===== config.mk =====
export PLATFORM = sky130hd
export DESIGN_NAME = iodec_top
export DESIGN_NICKNAME = d
export VERILOG_FILES = /design/src/rtl/iodec_pkg.sv /design/src/rtl/iodec_cycle.sv /design/src/rtl/iodec_strobe.sv /design/src/rtl/iodec_bufctl.sv /design/src/rtl/iodec_top.sv
export SDC_FILE = /design/constraint.sdc
export NUM_CORES = 1
export LEC_CHECK = 0
export BUFFER_PORTS_ARGS = -buffer_cell sky130_fd_sc_hd__buf_2
export CAP_MARGIN = 20
export CELL_PAD_IN_SITES_DETAIL_PLACEMENT = 0
export CELL_PAD_IN_SITES_GLOBAL_PLACEMENT = 1
export CORE_AREA = 2 2 39 41
export DETAILED_ROUTE_END_ITERATION = 12
export DIE_AREA = 0 0 41 43
export GPL_ROUTABILITY_DRIVEN = 0
export PLACE_DENSITY_LB_ADDON = 0.3
export SETUP_SLACK_MARGIN = 0.1
export SYNTH_ARGS = -nofsm -noshare
export SYNTH_HDL_FRONTEND = slang
export SYNTH_SLANG_ARGS = --single-unit

===== constraint.sdc =====
create_clock -name vclk -period 1.7
set_input_delay 0.255 -clock vclk [all_inputs]
set_output_delay 0.255 -clock vclk [all_outputs]
set_load 0.01 [all_outputs]

===== src/rtl/iodec_pkg.sv =====
// Package: shared types for the I/O port decoder.
// Assumes an 8-bit I/O address space; windows are aligned to their size.
package iodec_pkg;
    // Kind of bus cycle currently presented by the CPU.
    typedef enum logic [1:0] {
        CYC_IDLE  = 2'd0,
        CYC_READ  = 2'd1,
        CYC_WRITE = 2'd2,
        CYC_ACK   = 2'd3
    } cyc_kind_e;

    // Bundle of active-low strobe outputs.
    typedef struct packed {
        logic pio_cs_n;
        logic w1_n;
        logic w2_n;
        logic r1_n;
    } strobes_t;
endpackage


===== src/rtl/iodec_cycle.sv =====
// Module: iodec_cycle
// Classifies the CPU bus cycle and detects a hit in the card's port window.
// Assumes the window base is aligned to 2**OFS_W ports.
module iodec_cycle
    import iodec_pkg::*;
#(
    parameter int ADDR_W = 8,
    parameter int OFS_W  = 3,
    parameter logic [ADDR_W-1:0] BASE = 8'hC0
) (
    input  logic [ADDR_W-1:0] addr,
    input  logic              iorq_n,
    input  logic              rd_n,
    input  logic              wr_n,
    input  logic              m1_n,
    output cyc_kind_e         kind,
    output logic              win_hit,
    output logic [OFS_W-1:0]  offset
);
    localparam int TAG_W = ADDR_W - OFS_W;

    // Compare the upper address bits against the window base.
    always_comb begin
        win_hit = (addr[ADDR_W-1:OFS_W] == BASE[ADDR_W-1:OFS_W]);
        offset  = addr[OFS_W-1:0];
    end

    // Classify the cycle; a read and a write together count as idle.
    always_comb begin
        kind = CYC_IDLE;
        if (!iorq_n) begin
            if (!m1_n) begin
                if (rd_n) kind = CYC_ACK;
            end else if (!rd_n && wr_n) begin
                kind = CYC_READ;
            end else if (rd_n && !wr_n) begin
                kind = CYC_WRITE;
            end
        end
    end

    // TAG_W only documents the compared span.
    initial begin
        if (TAG_W < 1) $display("iodec_cycle: window covers the whole space");
    end
endmodule


===== src/rtl/iodec_strobe.sv =====
// Module: iodec_strobe
// Produces the controller select and the interface register strobes.
// Assumes the cycle kind and window hit come from iodec_cycle.
module iodec_strobe
    import iodec_pkg::*;
#(
    parameter int OFS_W = 3,
    parameter logic [OFS_W-1:0] W1_OFS = 3'd5,
    parameter logic [OFS_W-1:0] RW_OFS = 3'd4
) (
    input  cyc_kind_e        kind,
    input  logic             win_hit,
    input  logic [OFS_W-1:0] offset,
    output strobes_t         strb
);
    logic acc_rd;
    logic acc_wr;

    // Qualify reads and writes with the window hit.
    always_comb begin
        acc_rd = win_hit && (kind == CYC_READ);
        acc_wr = win_hit && (kind == CYC_WRITE);
    end

    // Drive each active-low strobe from the qualified access and offset.
    always_comb begin
        strb.pio_cs_n = !((acc_rd || acc_wr) && !offset[OFS_W-1]);
        strb.w1_n     = !(acc_wr && (offset == W1_OFS));
        strb.w2_n     = !(acc_wr && (offset == RW_OFS));
        strb.r1_n     = !(acc_rd && (offset == RW_OFS));
    end
endmodule


===== src/rtl/iodec_bufctl.sv =====
// Module: iodec_bufctl
// Steers the data buffer: enable for window accesses and vector fetches,
// direction toward the CPU for reads. Idle state is disabled, CPU-to-card.
module iodec_bufctl
    import iodec_pkg::*;
(
    input  cyc_kind_e kind,
    input  logic      win_hit,
    input  logic      iei,
    input  logic      ieo,
    output logic      buf_en_n,
    output logic      buf_dir
);
    logic vec_fetch;
    logic reg_rd;
    logic reg_wr;

    // Detect the granted vector fetch and the window register accesses.
    always_comb begin
        vec_fetch = (kind == CYC_ACK) && iei && !ieo;
        reg_rd    = win_hit && (kind == CYC_READ);
        reg_wr    = win_hit && (kind == CYC_WRITE);
    end

    // Enable and direction from the detected activity.
    always_comb begin
        buf_en_n = !(vec_fetch || reg_rd || reg_wr);
        buf_dir  = !(vec_fetch || reg_rd);
    end
endmodule


===== src/rtl/iodec_top.sv =====
// Module: iodec_top
// I/O port decoder and buffer control for a peripheral card.
// Purely combinational; assumes active-low bus control inputs.
module iodec_top
    import iodec_pkg::*;
#(
    parameter int ADDR_W = 8,
    parameter int OFS_W  = 3,
    parameter logic [ADDR_W-1:0] BASE = 8'hC0,
    parameter logic [OFS_W-1:0]  W1_OFS = 3'd5,
    parameter logic [OFS_W-1:0]  RW_OFS = 3'd4
) (
    input  logic [ADDR_W-1:0] addr,
    input  logic              iorq_n,
    input  logic              rd_n,
    input  logic              wr_n,
    input  logic              m1_n,
    input  logic              iei,
    input  logic              ieo,
    output logic              pio_cs_n,
    output logic              w1_n,
    output logic              w2_n,
    output logic              r1_n,
    output logic              buf_en_n,
    output logic              buf_dir
);
    cyc_kind_e        kind;
    logic             win_hit;
    logic [OFS_W-1:0] offset;
    strobes_t         strb;

    iodec_cycle #(.ADDR_W(ADDR_W), .OFS_W(OFS_W), .BASE(BASE)) u_cycle (
        .addr(addr), .iorq_n(iorq_n), .rd_n(rd_n), .wr_n(wr_n), .m1_n(m1_n),
        .kind(kind), .win_hit(win_hit), .offset(offset)
    );

    iodec_strobe #(.OFS_W(OFS_W), .W1_OFS(W1_OFS), .RW_OFS(RW_OFS)) u_strobe (
        .kind(kind), .win_hit(win_hit), .offset(offset), .strb(strb)
    );

    iodec_bufctl u_buf (
        .kind(kind), .win_hit(win_hit), .iei(iei), .ieo(ieo),
        .buf_en_n(buf_en_n), .buf_dir(buf_dir)
    );

    // Unpack the strobe bundle onto the ports.
    always_comb begin
        pio_cs_n = strb.pio_cs_n;
        w1_n     = strb.w1_n;
        w2_n     = strb.w2_n;
        r1_n     = strb.r1_n;
    end
endmodule


==> flow_metrics.py <==
metrics = {
    "logic_synthesis": {
        "library_cell_with_the_highest_instance_count_after_synthesis": "sky130_fd_sc_hd__or4_1",
        "synth_mux_area_share_pct": 0,
        "yosys.area_share.adder_pct": 0,
        "dominant_combinational_cell_family_by_area_after_synthesis": "simple AND/OR/NAND/NOR gates",
        "netlist_area_sq_um": 120.1,
        "synth_warnings": 0,
        "synth-compound-area-share_pct": 14.58,
        "syn_avg_cell_area_sq_um": 7.507,
        "yosys-top-cells-count": "sky130_fd_sc_hd__or4_1, sky130_fd_sc_hd__nand2b_1, sky130_fd_sc_hd__nor2_1",
        "mappedNetlistNets": 30,
        "synth_cell_types": 12,
        "xor_xnor_share_of_the_synthesized_area_pct": 0,
        "synth_top_area_cell": "sky130_fd_sc_hd__or4_1",
        "syn-instance-count": 16,
        "synth_simple_gate_area_share_pct": 82.29,
        "synth_sequential_area_ratio_pct": 0,
        "yosys-top-cells-area": "sky130_fd_sc_hd__or4_1, sky130_fd_sc_hd__nand2b_1, sky130_fd_sc_hd__nand4bb_1",
        "synth.top_cell.area_share_pct": 18.75,
    },
    "drt": {
        "violation_count_after_the_first_detailed_routing_iteration": 6,
        "routed_via_density": 3.679,
        "post_drt_wl_per_cell_microns": 7.774,
        "remaining_drc_errors": 0,
        "dr_total_vias": 195,
        "detail-route-antenna-nets": 0,
        "detail_route.first_pass.iterations": 3,
        "drt-total-wl_microns": 412,
    },
    "worst_hold_path": {
        "worstHoldEndpoint": "pio_cs_n",
        "hold-path-cell-count": 3,
        "hp-class": "in -> out",
        "holdCritStartpoint": "addr[2]",
    },
    "floorplan": {
        "fp.dieArea_sq_mm": 0.001763,
        "fp.coreArea_sq_mm": 0.001384,
        "placement_rows": 14,
        "ports": 20,
        "start_util_pct": 8.680,
        "floorplan.die.width_microns": 41,
        "die_h_microns": 43,
    },
    "grt": {
        "grt_pass1_wl_microns": 510,
        "grtUsageTotal_pct": 3.896,
        "grt-ovfl-total": 0,
        "grt_start_max_net_pins": 5,
        "via_count_of_the_first_global_routing_pass": 137,
        "initial_antenna_violation_count": 0,
    },
    "outcome": {
        "failed_checks": "negative setup slack",
        "outcome": "complete, but fails checks",
    },
    "critical_path": {
        "critical_path_class": "in -> out",
        "worstPathArrival_ps": 1610,
        "critical-path-slowest-cell": "sky130_fd_sc_hd__or4_4",
        "cp-end-kind": "primary output",
        "crit_path_cell_trace": "buf_6 -> or3_4 -> or2_4 -> or4_4 -> buf_6",
        "crit_path_max_fanout": 4,
        "worstPathRequired_ps": 1440,
        "cp-start-kind": "primary input",
        "critical_path.most_common_cell": "sky130_fd_sc_hd__buf_6",
        "max_stage_delay_ps": 510,
    },
    "placed_design": {
        "buffer_ports.inserted": 20,
        "pre_cts_setup_slack_ps": -189.7,
    },
    "layout": {
        "n_clock_buffer": 0,
        "area_growth_pct": 136.5,
        "sequential_cell_total": 0,
        "register_area_sq_um": 0,
        "fin_util_pct": 20.52,
        "diodes": 0,
        "post_route_cells_drive_above_1_share_pct": 72.97,
        "fin_nets": 53,
    },
    "sta": {
        "rsz0062_at_grt": "yes",
        "layout_setup_ws_ps": -168.1,
        "worstMarginPinSlew_ps": 317.7,
        "timing.final.hold_violations": 0,
        "final-setup-viol-count": 5,
        "period_share_pct": 109.9,
        "period_minus_slack_ps": 1868,
        "slew_headroom_pct": 78.69,
        "achievable-frequency_mhz": 535.3,
        "finalMaxSlewViolations": 0,
    },
    "clock_tree": {
        "postCtsSetupBuffers": 0,
        "cts_hold_repair.buffers": 0,
    },
    "pwr": {
        "cellPowerDensity_mw_per_mm2": 115.0,
        "power.ir.vdd_worst_v": 0.00003547,
        "static_leakage_uw": 0.0001248,
    },
    "flow_run": {
        "max_cap_viol_count": 0,
    },
}
[through the flow]
step | setup TNS, ps | power (uW) | cells | hold slack [ps] | area [sq um]
after floorplan | 0 | 10.51 | 16 | 619.8 | 131.4
after global placement | -631.8 | 31.59 | 53 | 799.6 | 259.0
after detailed placement | -642.5 | 31.50 | 53 | 798.6 | 259.0
after CTS | -606.8 | 33.01 | 53 | 799.4 | 284.0
after global routing | -812.4 | 35.81 | 53 | 824.5 | 284.0
final | -574.8 | 32.67 | 53 | 801.5 | 284.0
[cell usage in the layout, fill, tap and decap left out, drive strengths merged]
cell / netlist / layout
buf: 0 / 21
or4: 3 / 3
nor2: 2 / 2
nand2b: 2 / 2
nand2: 1 / 1
or3: 1 / 1
or2: 1 / 1
nand4bb: 1 / 1
and4b: 1 / 1
o21ba: 1 / 1
or4bb: 1 / 1
a211oi: 1 / 1
inv: 1 / 1
[worst max-delay path by stage]
stage	startpoint	end	slack, ps
after detailed placement	addr[4]	r1_n	-190
final	addr[4]	r1_n	-170
after global routing	addr[4]	w1_n	-190
after floorplan	addr[4]	r1_n	60
after global placement	addr[4]	r1_n	-180
after CTS	addr[4]	r1_n	-170
[power by group]
part           total (uW)  leakage (uW)  internal (uW)  switching, uW
Clock                   0             0              0              0
Combinational        32.7      0.000125           21.0           11.7
Sequential              0             0              0              0
[kinds of logic after synthesis]
kind of cell / count (synthesis)
AOI/OAI and AO/OA: 2
buffers and inverters: 1
and+or+nand+nor: 13
[routing by layer]
layer / vias up / track usage [%] / part of all wire, %
li1: 107 / - / -
met1: 72 / 6.962 / 47
met2: 16 / 5.313 / 34
met3: 0 / 0 / 19
met4: 0 / 0 / 0
met5: - / 0 / 0
[critical path: cells and delay by family]
family                 cells  cell delay (ps)
buffers and inverters      2              230
and+or+nand+nor            3             1130
[what timing repair did]
item	in CTS	in global routing
pin swaps	0	0
resized for setup	4	0
setup endpoints to repair	5	5
[cell type report]
| cell class | instances | area [sq um] |
|---|---|---|
| inverter | 1 | 3.754 |
| tap | 16 | 20.02 |
| multi-input combinational | 15 | 127.6 |
| fill | 160 | 1100 |
| timing repair buffer | 21 | 132.6 |
Power figures use the tool's default switching activity.
